`src/rtl/rtcs_pkg.sv`:
```
// Package: shared constants, region type and address classifier for the
// serial clock-and-scratchpad slave. Assumes a 32-bit command word.
package rtcs_pkg;

    localparam int unsigned  WORD_W    = 32;
    localparam logic [30:0]  CLK_ADDR  = 31'h2000_0000;
    localparam logic [30:0]  MEM_ADDR  = 31'h2000_0100;
    localparam logic [30:0]  IDQ_ADDR  = 31'h0000_0000;
    localparam logic [31:0]  ID_VALUE  = 32'hFFFF_F308;

    typedef enum logic [1:0] {
        REG_NONE  = 2'd0,
        REG_CLOCK = 2'd1,
        REG_MEM   = 2'd2,
        REG_IDENT = 2'd3
    } region_e;

    // Map a 31-bit address onto the region it selects.
    function automatic region_e classify(input logic [30:0] addr,
                                         input logic [30:0] mem_bytes);
        region_e r;
        r = REG_NONE;
        if (addr == CLK_ADDR)
            r = REG_CLOCK;
        else if (addr == IDQ_ADDR)
            r = REG_IDENT;
        else if ((addr >= MEM_ADDR) && ((addr - MEM_ADDR) < mem_bytes))
            r = REG_MEM;
        return r;
    endfunction

endpackage

```
`src/rtl/rtcs_frame_rx.sv`:
```
// Module: frame receiver. Detects serial clock edges by oversampling in the
// system clock domain, shifts in data MSB first on rising edges and marks
// the end of the command word and of every later 32-bit data word.
// Assumes sclk, sel_n and mosi are already synchronous and each sclk level
// lasts at least three system cycles.
module rtcs_frame_rx #(
    parameter int unsigned W = 32
) (
    input  logic         clk,
    input  logic         rst_n,
    input  logic         sel_n,
    input  logic         sclk,
    input  logic         mosi,
    output logic         sclk_fall,
    output logic         cmd_done,
    output logic         word_done,
    output logic         data_phase,
    output logic [W-1:0] rx_word
);
    localparam int unsigned   CNT_W    = $clog2(W);
    localparam logic [CNT_W-1:0] CNT_LAST = CNT_W'(W - 1);

    logic             sclk_q;
    logic             sclk_rise;
    logic [CNT_W-1:0] bit_cnt;

    assign sclk_rise = sclk & ~sclk_q & ~sel_n;
    assign sclk_fall = ~sclk & sclk_q & ~sel_n;

    // Edge history, bit counting, shift register and word strobes.
    always_ff @(posedge clk) begin
        if (!rst_n) begin
            sclk_q     <= 1'b0;
            bit_cnt    <= '0;
            data_phase <= 1'b0;
            cmd_done   <= 1'b0;
            word_done  <= 1'b0;
            rx_word    <= '0;
        end else begin
            sclk_q    <= sclk;
            cmd_done  <= 1'b0;
            word_done <= 1'b0;
            if (sel_n) begin
                bit_cnt    <= '0;
                data_phase <= 1'b0;
            end else if (sclk_rise) begin
                rx_word <= {rx_word[W-2:0], mosi};
                if (bit_cnt == CNT_LAST) begin
                    bit_cnt    <= '0;
                    data_phase <= 1'b1;
                    if (data_phase)
                        word_done <= 1'b1;
                    else
                        cmd_done  <= 1'b1;
                end else begin
                    bit_cnt <= bit_cnt + CNT_W'(1);
                end
            end
        end
    end

endmodule

```
`src/rtl/rtcs_sec_counter.sv`:
```
// Module: seconds counter. Adds one per tick cycle and wraps at full scale.
// A load takes priority, so a tick in the load cycle is lost.
module rtcs_sec_counter #(
    parameter int unsigned W = 32
) (
    input  logic         clk,
    input  logic         rst_n,
    input  logic         tick,
    input  logic         load,
    input  logic [W-1:0] load_val,
    output logic [W-1:0] count
);
    // Counter register with load-over-tick priority.
    always_ff @(posedge clk) begin
        if (!rst_n)
            count <= '0;
        else if (load)
            count <= load_val;
        else if (tick)
            count <= count + W'(1);
    end

endmodule

```
`src/rtl/rtcs_word_store.sv`:
```
// Module: scratch word store with one write port and one asynchronous read
// port. WORDS must be a power of two so that every index is valid.
module rtcs_word_store #(
    parameter int unsigned W     = 32,
    parameter int unsigned WORDS = 16,
    localparam int unsigned IDX_W = $clog2(WORDS)
) (
    input  logic             clk,
    input  logic             rst_n,
    input  logic             we,
    input  logic [IDX_W-1:0] waddr,
    input  logic [W-1:0]     wdata,
    input  logic [IDX_W-1:0] raddr,
    output logic [W-1:0]     rdata
);
    logic [W-1:0] word_view [WORDS];

    for (genvar g = 0; g < WORDS; g++) begin : g_word
        logic [W-1:0] word_q;

        // One storage word, cleared by reset, written when addressed.
        always_ff @(posedge clk) begin
            if (!rst_n)
                word_q <= '0;
            else if (we && (waddr == IDX_W'(g)))
                word_q <= wdata;
        end

        assign word_view[g] = word_q;
    end

    assign rdata = word_view[raddr];

endmodule

```
`src/rtl/rtcs_slave.sv`:
```
// Module: top of the serial clock-and-scratchpad slave. Decodes the command
// word, snapshots read data into a transmit register, streams it out after
// falling serial edges, reloads successive scratch words during bursts and
// commits a write once its 32nd data bit has arrived.
// Assumes the host keeps select low for the whole access.
module rtcs_slave #(
    parameter int unsigned MEM_BYTES = 64,
    localparam int unsigned W        = rtcs_pkg::WORD_W,
    localparam int unsigned WORDS    = MEM_BYTES / 4,
    localparam int unsigned IDX_W    = $clog2(WORDS),
    localparam int unsigned BIT_W    = $clog2(W)
) (
    input  logic clk,
    input  logic rst_n,
    input  logic sec_tick,
    input  logic sel_n,
    input  logic sclk,
    input  logic mosi,
    output logic miso
);
    import rtcs_pkg::*;

    localparam logic [BIT_W-1:0] BIT_LAST = BIT_W'(W - 1);

    logic             sclk_fall;
    logic             cmd_done;
    logic             word_done;
    logic             data_phase;
    logic [W-1:0]     rx_word;

    logic [W-1:0]     sec_q;
    logic             cnt_load;
    logic             mem_we;
    logic [IDX_W-1:0] rd_idx;
    logic [W-1:0]     rd_data;

    region_e          dec_region;
    logic [IDX_W-1:0] start_idx;
    logic [W-1:0]     first_word;

    region_e          region_q;
    logic             wr_arm;
    logic             burst_q;
    logic [IDX_W-1:0] ptr;
    logic [BIT_W-1:0] bit_ix;
    logic [W-1:0]     tx;
    logic             miso_r;

    rtcs_frame_rx #(.W(W)) u_rx (
        .clk        (clk),
        .rst_n      (rst_n),
        .sel_n      (sel_n),
        .sclk       (sclk),
        .mosi       (mosi),
        .sclk_fall  (sclk_fall),
        .cmd_done   (cmd_done),
        .word_done  (word_done),
        .data_phase (data_phase),
        .rx_word    (rx_word)
    );

    rtcs_sec_counter #(.W(W)) u_cnt (
        .clk      (clk),
        .rst_n    (rst_n),
        .tick     (sec_tick),
        .load     (cnt_load),
        .load_val (rx_word),
        .count    (sec_q)
    );

    rtcs_word_store #(.W(W), .WORDS(WORDS)) u_mem (
        .clk   (clk),
        .rst_n (rst_n),
        .we    (mem_we),
        .waddr (ptr),
        .wdata (rx_word),
        .raddr (rd_idx),
        .rdata (rd_data)
    );

    // Classify the address of the command word just received.
    always_comb begin
        dec_region = classify(rx_word[30:0], 31'(MEM_BYTES));
        start_idx  = IDX_W'((rx_word[30:0] - MEM_ADDR) >> 2);
    end

    // Share one read port between the burst start and later reloads.
    assign rd_idx = cmd_done ? start_idx : ptr;

    // Pick the word captured when the command completes.
    always_comb begin
        case (dec_region)
            REG_CLOCK: first_word = sec_q;
            REG_MEM:   first_word = rd_data;
            REG_IDENT: first_word = ID_VALUE;
            default:   first_word = '0;
        endcase
    end

    // Write commit strobes, one per frame, on the first data word only.
    assign cnt_load = word_done && wr_arm && (region_q == REG_CLOCK);
    assign mem_we   = word_done && wr_arm && (region_q == REG_MEM);

    // Frame state: decode latch, write arming, burst pointer, transmit shift.
    always_ff @(posedge clk) begin
        if (!rst_n) begin
            region_q <= REG_NONE;
            wr_arm   <= 1'b0;
            burst_q  <= 1'b0;
            ptr      <= '0;
            bit_ix   <= '0;
            tx       <= '0;
            miso_r   <= 1'b0;
        end else if (sel_n) begin
            region_q <= REG_NONE;
            wr_arm   <= 1'b0;
            burst_q  <= 1'b0;
            bit_ix   <= '0;
            tx       <= '0;
            miso_r   <= 1'b0;
        end else begin
            if (cmd_done) begin
                region_q <= dec_region;
                wr_arm   <= rx_word[W-1];
                burst_q  <= !rx_word[W-1] && (dec_region == REG_MEM);
                ptr      <= rx_word[W-1] ? start_idx : start_idx + IDX_W'(1);
                bit_ix   <= '0;
                tx       <= rx_word[W-1] ? '0 : first_word;
            end else begin
                if (word_done)
                    wr_arm <= 1'b0;
                if (sclk_fall && data_phase) begin
                    miso_r <= tx[W-1];
                    if (bit_ix == BIT_LAST) begin
                        bit_ix <= '0;
                        if (burst_q) begin
                            tx  <= rd_data;
                            ptr <= ptr + IDX_W'(1);
                        end else begin
                            tx  <= '0;
                        end
                    end else begin
                        bit_ix <= bit_ix + BIT_W'(1);
                        tx     <= {tx[W-2:0], 1'b0};
                    end
                end
            end
        end
    end

    assign miso = miso_r;

endmodule

```
`config.mk`:
```
export PLATFORM = sky130hd
export DESIGN_NAME = rtcs_slave
export DESIGN_NICKNAME = d
export VERILOG_FILES = /design/src/rtl/rtcs_pkg.sv /design/src/rtl/rtcs_frame_rx.sv /design/src/rtl/rtcs_sec_counter.sv /design/src/rtl/rtcs_word_store.sv /design/src/rtl/rtcs_slave.sv
export SDC_FILE = /design/constraint.sdc
export NUM_CORES = 2
export LEC_CHECK = 0
export ABC_AREA = 1
export BUFFER_PORTS_ARGS = -buffer_cell sky130_fd_sc_hd__buf_2
export CAP_MARGIN = 20
export CORE_MARGIN = 2
export CORE_UTILIZATION = 47
export CTS_BUF_LIST = sky130_fd_sc_hd__clkbuf_4
export DETAILED_ROUTE_END_ITERATION = 10
export SLEW_MARGIN = 20
export SYNTH_ARGS = -nofsm -noshare
export SYNTH_HDL_FRONTEND = slang
export SYNTH_SLANG_ARGS = --single-unit
export TNS_END_PERCENT = 30
```
`constraint.sdc`:
```
create_clock -name clk -period 3 [get_ports clk]
set_input_delay 0.45 -clock clk [delete_from_list [all_inputs] [get_ports clk]]
set_output_delay 0.45 -clock clk [all_outputs]
set_load 0.05 [all_outputs]
```
* Yosys cells after proc, flatten, opt, wreduce, memory -nomap -nowiden *
Cells that the tools add are included.

word-level totals
  bits in registers = 631
  bits of input ports = 6
  output and inout port bits = 1
  word-level logic and storage cells = 137

operators by class
  add/subtract/negate cells = 6
  $lt $le $gt $ge = 3
  eq/ne operators = 23
  muxes and demuxes = 26
  bitwise gates (word level) = 12
  reductions and logical operators = 37

operator list
  kind                                                   number
  two-way mux 32 bit                                     9
  binary-select mux 32 bit (select 4 bit)                1
  case mux 32 bit (3 select lines)                       1
  adder 32 x 1 -> 32 bit, second input constant          1
  == test 4 bit, second input constant                   8
  == test 31 x 30 -> 1 bit, second input constant        1
  >= comparator 31 x 30 -> 1 bit, second input constant  1
  logical NOT 31 bit                                     1
  < comparator 31 x 7 -> 1 bit, second input constant    1
  subtractor 31 x 30 -> 31 bit, second input constant    1
  two-way mux 4 bit                                      6
  logical AND 1 bit                                      22
  == test 4 x 3 -> 1 bit, second input constant          4
  adder 5 x 1 -> 5 bit, second input constant            2
  == test 5 bit, second input constant                   2
  two-way mux 5 bit                                      2
  nonzero test 2 bit                                     5
  adder 4 x 1 -> 4 bit, second input constant            2
  == test 4 x 2 -> 1 bit, second input constant          2
  inverter 1 bit                                         7
  == test 2 bit, second input constant                   3
  two-way mux 2 bit                                      3
  AND reduction 2 bit                                    3
  >= comparator 5 bit, second input constant             1
  other kinds (11)                                       18

* Depth between registers and ports, before layout *
  word-level depth = 10
  mapped depth = 18
  mapped depth without buffers = 15

* By module *
From an unflattened synthesis, not the netlist that was laid out.

second synthesis, totals
  cells, all modules = 4575
  area total of the unflattened synthesis = 30536.8 um2

by module, submodules not included
  module            instances  cells an instance  area each (um2)  seq. area each (um2)
  rtcs_word_store   1          3388               22922.0          10249.8
  rtcs_slave        1          662                3917.5           920.9
  rtcs_sec_counter  1          336                2194.6           640.6
  rtcs_frame_rx     1          189                1502.7           820.8

* Least setup slack after synthesis *
No wires, ideal clock.

  kind = register to register
  from = register u_rx.rx_word[8]
  to = register tx[12]
  setup time = 0.070 ns
  data arrival time = 2.317 ns
  data required time = 2.930 ns
  setup slack = 0.613 ns
  stages on the path, launching flop included = 16
  buffers on the path = 4
  period minus slack after synthesis = 2.387 ns
  cells stage by stage = dfxtp_1 > inv_1 > buf_2 > clkbuf_1 > ha_1 > nand2_2 > nor2_2 > nand2_1 > inv_1 > and2_1 > buf_2 > clkbuf_1 > a21oi_1 > nand2_1 > nand3_1 > a21oi_1

between the ends
  longest elaborated chain between the ends = 10
  elaborated cells between the ends (all ways) = 15
  classes of those cells = 1 x add/sub; 2 x order compare; 4 x eq/ne; 6 x mux; 2 x reduce/logical

ends and longest elaborated chain
  item                                                            RTL line             source
  from (decl)                                                     rtcs_frame_rx.sv:18  output logic [W-1:0] rx_word
  from (signal assigned)                                          rtcs_frame_rx.sv:47  rx_word <= {rx_word[W-2:0], mosi};
  subtractor 31 x 30 -> 31 bit                                    n/a
  < comparator 31 x 7 -> 1 bit                                    rtcs_pkg.sv:27       else if ((addr >= MEM_ADDR) && ((addr - MEM_ADDR) < mem_bytes))
  logical AND 1 bit                                               rtcs_pkg.sv:27
  two-way mux 2 bit                                               rtcs_pkg.sv:27
  two-way mux 2 bit                                               rtcs_pkg.sv:25       else if (addr == IDQ_ADDR)
  two-way mux 2 bit *                                             rtcs_pkg.sv:23       if (addr == CLK_ADDR)
  == test 2 bit / == test 2 x 1 -> 1 bit (equally long branches)  rtcs_slave.sv:92     case (dec_region)
  case mux 32 bit (3 select lines) *                              rtcs_slave.sv:92
  two-way mux 32 bit *                                            rtcs_slave.sv:128    tx <= rx_word[W-1] ? '0 : first_word;
  two-way mux 32 bit *                                            rtcs_slave.sv:122    if (cmd_done) begin
  to (signal assigned)                                            rtcs_slave.sv:128
  to (signal assigned)                                            rtcs_slave.sv:137    tx <= rd_data;
  to (signal assigned)                                            rtcs_slave.sv:144    tx <= {tx[W-2:0], 1'b0};
  to (decl)                                                       rtcs_slave.sv:46     logic [W-1:0] tx;

Mark *: on every way between the ends. The rest lies on a longest branch, timed or not.
A chain may end at the register's enable or synchronous reset.

* Worst setup path in the final report *
  from = register u_rx.cmd_done
  to = register tx[9]

between the ends
  longest elaborated chain between the ends = 9
  elaborated cells between the ends (all ways) = 12
  classes of those cells = 10 x mux; 1 x bitwise; 1 x reduce/logical

ends and longest elaborated chain
  item                                                    RTL line               source
  from (decl)                                             rtcs_frame_rx.sv:15    output logic cmd_done,
  from (signal assigned)                                  rtcs_frame_rx.sv:36    cmd_done <= 1'b0;
  from (signal assigned)                                  rtcs_frame_rx.sv:41    cmd_done <= 1'b0;
  from (signal assigned)                                  rtcs_frame_rx.sv:54    cmd_done <= 1'b1;
  two-way mux 4 bit                                       rtcs_slave.sv:88       assign rd_idx = cmd_done ? start_idx : ptr;
  inverter 4 -> 5 bit (not written as such)               rtcs_word_store.sv:32  assign rdata = word_view[raddr];
  binary-select mux 32 bit (select 4 bit)                 rtcs_word_store.sv:32
  two-way mux 32 bit (not written as such) (2 in series)  rtcs_word_store.sv:32
  two-way mux 32 bit                                      rtcs_slave.sv:136      if (burst_q) begin
  two-way mux 32 bit                                      rtcs_slave.sv:134      if (bit_ix == BIT_LAST) begin
  two-way mux 32 bit                                      rtcs_slave.sv:132      if (sclk_fall && data_phase) begin
  two-way mux 32 bit                                      rtcs_slave.sv:122

Parallel ways exist; a longest one is shown, timed or not. The select of a mux whose other input is x is not followed.

==> results.json <==
{
  "portBuffers": 6,
  "synth_warnings": 0,
  "num_vias": 28017,
  "cts.sinks": 631,
  "syn_nets": 4039,
  "grt_pass1_vias": 26538,
  "grt_pass1_wl_um": 150000,
  "die-area_sq_um": 62800,
  "post-route-period-util": 0.845,
  "slew_headroom": 0.426,
  "firstDrtPassIters": 6,
  "p_total_w": 0.0171,
  "async_reset_ff_frac": 0,
  "internal_power_w": 0.0128,
  "p_per_area_nw_per_um2": 540,
  "reg2reg_depth": 14,
  "cts_root_buffer": "clkbuf_4",
  "crit_required_ps": 3960,
  "hpwlAfterDp_um": 53900,
  "finalCriticalPeriod_ps": 2530,
  "synth_edf_count": 0,
  "io_pins": 7,
  "pwr-share-clk": 0.464,
  "ys_seq_area_frac": 0.442,
  "fin_worst_skew_ps": 35.8,
  "p_sw_w": 0.00431,
  "pwr-share-seq": 0.494,
  "ys_ff_latch": 631,
  "setup_viol": 0,
  "power_frac_comb": 0.042,
  "outcome": "completed",
  "cts_buffers": 171,
  "worstHoldStart": "sclk",
  "die_h_um": 251,
  "wl_um": 94900,
  "place_area_sq_um": 29500,
  "critPathMostFrequentCell": "nand3_1",
  "drcViolationCount": 0,
  "htreeDepth": 4,
  "wl_per_cell_um": 19.5,
  "die_w_um": 251,
  "maxCapViolations": 0,
  "netSwitchingFraction": 0.251,
  "ir_drop_v": 0.000337,
  "cts_tree": "built",
  "grt_start_max_net_pins": 155,
  "final_area_sq_um": 31800,
  "r2r-start": "u_rx.cmd_done",
  "r2r_end": "tx[9]",
  "drt-initial-drc-count": 2702,
  "yosysUniqueCellTypes": 40,
  "rows": 90,
  "worst_slew_pin_slew_ps": 855,
  "drt-vias-per-instance": 5.77,
  "crit_type": "flop to flop",
  "grt-ovfl-total": 0,
  "grt_antenna_before_repair": 2,
  "grt_usage": 0.300,
  "gp_congestion": 0.964,
  "synth_top_flop_cell": "dfxtp_1",
  "arrival_ps": 3500,
  "min_path_cells": 4,
  "cts.clk_slew.worst_paths_ps": 80,
  "slowest_delay_ps": 410,
  "start_kind": "flop",
  "tns_ps": 0,
  "core_area_sq_um": 60200,
  "syn_area_per_cell_sq_um": 7.11,
  "ant_nets": 0,
  "post-cts-setup-buffer-count": 0,
  "critPathSlowestCell": "dfxtp_1",
  "syn-cell-area_sq_um": 28600,
  "max_freq_mhz": 395,
  "hold_violations": 0,
  "end_kind": "flop",
  "initial_core_util": 0.475,
  "clock_path_buffers": 3,
  "critPathLaunch": "u_rx.cmd_done",
  "insertion_delay_ps": 1030,
  "worstHoldEndpoint": "u_rx.sclk_q",
  "r2r_setup_slack_ps": 470,
  "cp_max_fo": 35,
  "hold_class": "input port to flop",
  "nets": 3961,
  "drive_gt1_frac": 0.109,
  "power.leakage_nw": 12.0,
  "drv_slew": 0,
  "layout-area-overhead-vs-synth_pct": 11.1,
  "path_cells": "inv_2 > nand2_8 > nand2_4 > buf_4 > nand2_1 > nand3_1 > nand3_1 > nand3_1 > nand2_1 > inv_1 > nand3_1 > nand2_1 > nand3_1 > a21oi_1",
  "synthCells": 4020,
  "grt_setup_unrepaired": "no"
}
==> critical path, delay by kind of cell (launching register included) <==
family	cells	cell delay [ps]
flip-flops	1	410
AND/OR/NAND/NOR	10	1180
buffers and inverters	3	710
AO/OA/AOI/OAI	1	130
==> flip-flops by register name (all words and copies together) (netlist names) <==
name                 flops
bit_ix                   5
burst_q                  1
miso                     1
ptr                      4
region_q                 2
tx                      32
u_cnt.count             32
u_mem.g_word.word_q    512
u_rx.bit_cnt             5
u_rx.cmd_done            1
u_rx.data_phase          1
u_rx.rx_word            32
u_rx.sclk_q              1
u_rx.word_done           1
wr_arm                   1
==> power groups by stage <==
stage          clock network (W)  registers [W]  logic (W)
2_1_floorplan                  0        0.00862   0.000465
3_3_place_gp                   0        0.00865   0.000698
3_5_place_dp                   0        0.00865   0.000696
4_1_cts                  0.00811        0.00846   0.000704
5_1_grt                  0.00857        0.00846   0.000778
6_report                 0.00796        0.00847   0.000719
==> logic make-up after synthesis <==
| kind of cell | synth area share |
|---|---|
| AO/OA/AOI/OAI | 0.239 |
| adder cells (fa/ha/maj) | 0.00569 |
| buffers and inverters | 0.0787 |
| multiplexers | 0.000350 |
| flip-flops | 0.442 |
| AND/OR/NAND/NOR | 0.225 |
| XOR/XNOR | 0.00919 |
==> how the worst max path moves through the flow <==
stage / endpoint / slack (ps) / cells after the start
2_1_floorplan: tx[12] / 610 / 15
3_3_place_gp: tx[19] / 590 / 14
3_5_place_dp: tx[9] / 490 / 14
4_1_cts: tx[9] / 490 / 14
5_1_grt: tx[12] / 250 / 15
6_report: tx[9] / 470 / 14
==> cell type report <==
class,count,area (sq um)
diodes,5,12.5
clock buffers,265,1990
clock inverters,35,228
fillers,6002,28500
inverters,195,734
multi-input cells,2822,13900
flip-flops and latches,631,12600
well taps,782,978
repair buffers,121,1310
==> synthesized netlist by cell type (all sizes together), types with 2 or more instances <==
library cell  instances  area share
nand3               719        0.13
a21oi               655        0.11
dfxtp               631        0.44
o21ai               619        0.11
nand2               531       0.070
clkbuf              284       0.037
inv                 173       0.023
nor2                144       0.021
buf                  88       0.016
o22ai                31      0.0068
nor3                 24      0.0042
a31oi                23      0.0050
clkinv               22      0.0029
xor2                 22      0.0067
ha                   13      0.0057
nand4                10      0.0022
o211ai                8      0.0021
xnor2                 8      0.0025
nor4                  3     0.00066
a21boi                2     0.00052
a22oi                 2     0.00052
==> layout by cell type (no fill, tap or decap), types with 2 or more instances in the layout <==
cell / n
nand2_1: 527
clkinv_1: 43
a21boi_0: 2
nand3_2: 3
buf_2: 5
nor3_1: 22
buf_4: 78
nor2_1: 117
o21ai_4: 3
nor2_4: 18
diode_2: 5
nor3_2: 2
inv_1: 161
inv_2: 16
buf_12: 31
o22ai_1: 31
xnor2_1: 8
o21ai_0: 615
nand2_4: 2
nand3_1: 716
clkinv_2: 2
a21oi_1: 655
dlygate4sd3_1: 6
nand4_1: 10
a31oi_1: 23
dfxtp_1: 631
o211ai_1: 8
nor2_2: 9
bufinv_16: 3
a22oi_1: 2
clkbuf_4: 265
ha_1: 13
clkinvlp_4: 4
xor2_1: 22
nor4_1: 3
==> metrics by stage <==
| step | setup WS [ps] | instances | hold slack (ps) | util |
|---|---|---|---|---|
| 2_1_floorplan | 613 | 4020 | 413 | - |
| 3_3_place_gp | 594 | 4545 | 441 | 0.489 |
| 3_5_place_dp | 492 | 4545 | 444 | 0.489 |
| 4_1_cts | 485 | 4851 | 99.9 | 0.527 |
| 5_1_grt | 253 | 4856 | 173 | 0.527 |
| 6_report | 465 | 4856 | 177 | 0.527 |
==> what timing repair did <==
action	4_1_cts	5_1_grt
endpoints found under the setup margin	0	0
hold buffers	6	0
endpoints found under the hold margin	187	0
resized for setup	0	0
==> routing by layer <==
layer / part of all wire / track usage / vias to the layer above / wire, um
met1: 0.46 / 0.417 / 13114 / 43500
met4: 0.023 / 0.105 / 0 / 2150
met2: 0.45 / 0.472 / 953 / 42900
met3: 0.066 / 0.0484 / 159 / 6300
li1: - / - / 13791 / -
met5: 0 / 0 / - / 0
Note: power is estimated with default switching activity, not from simulation.
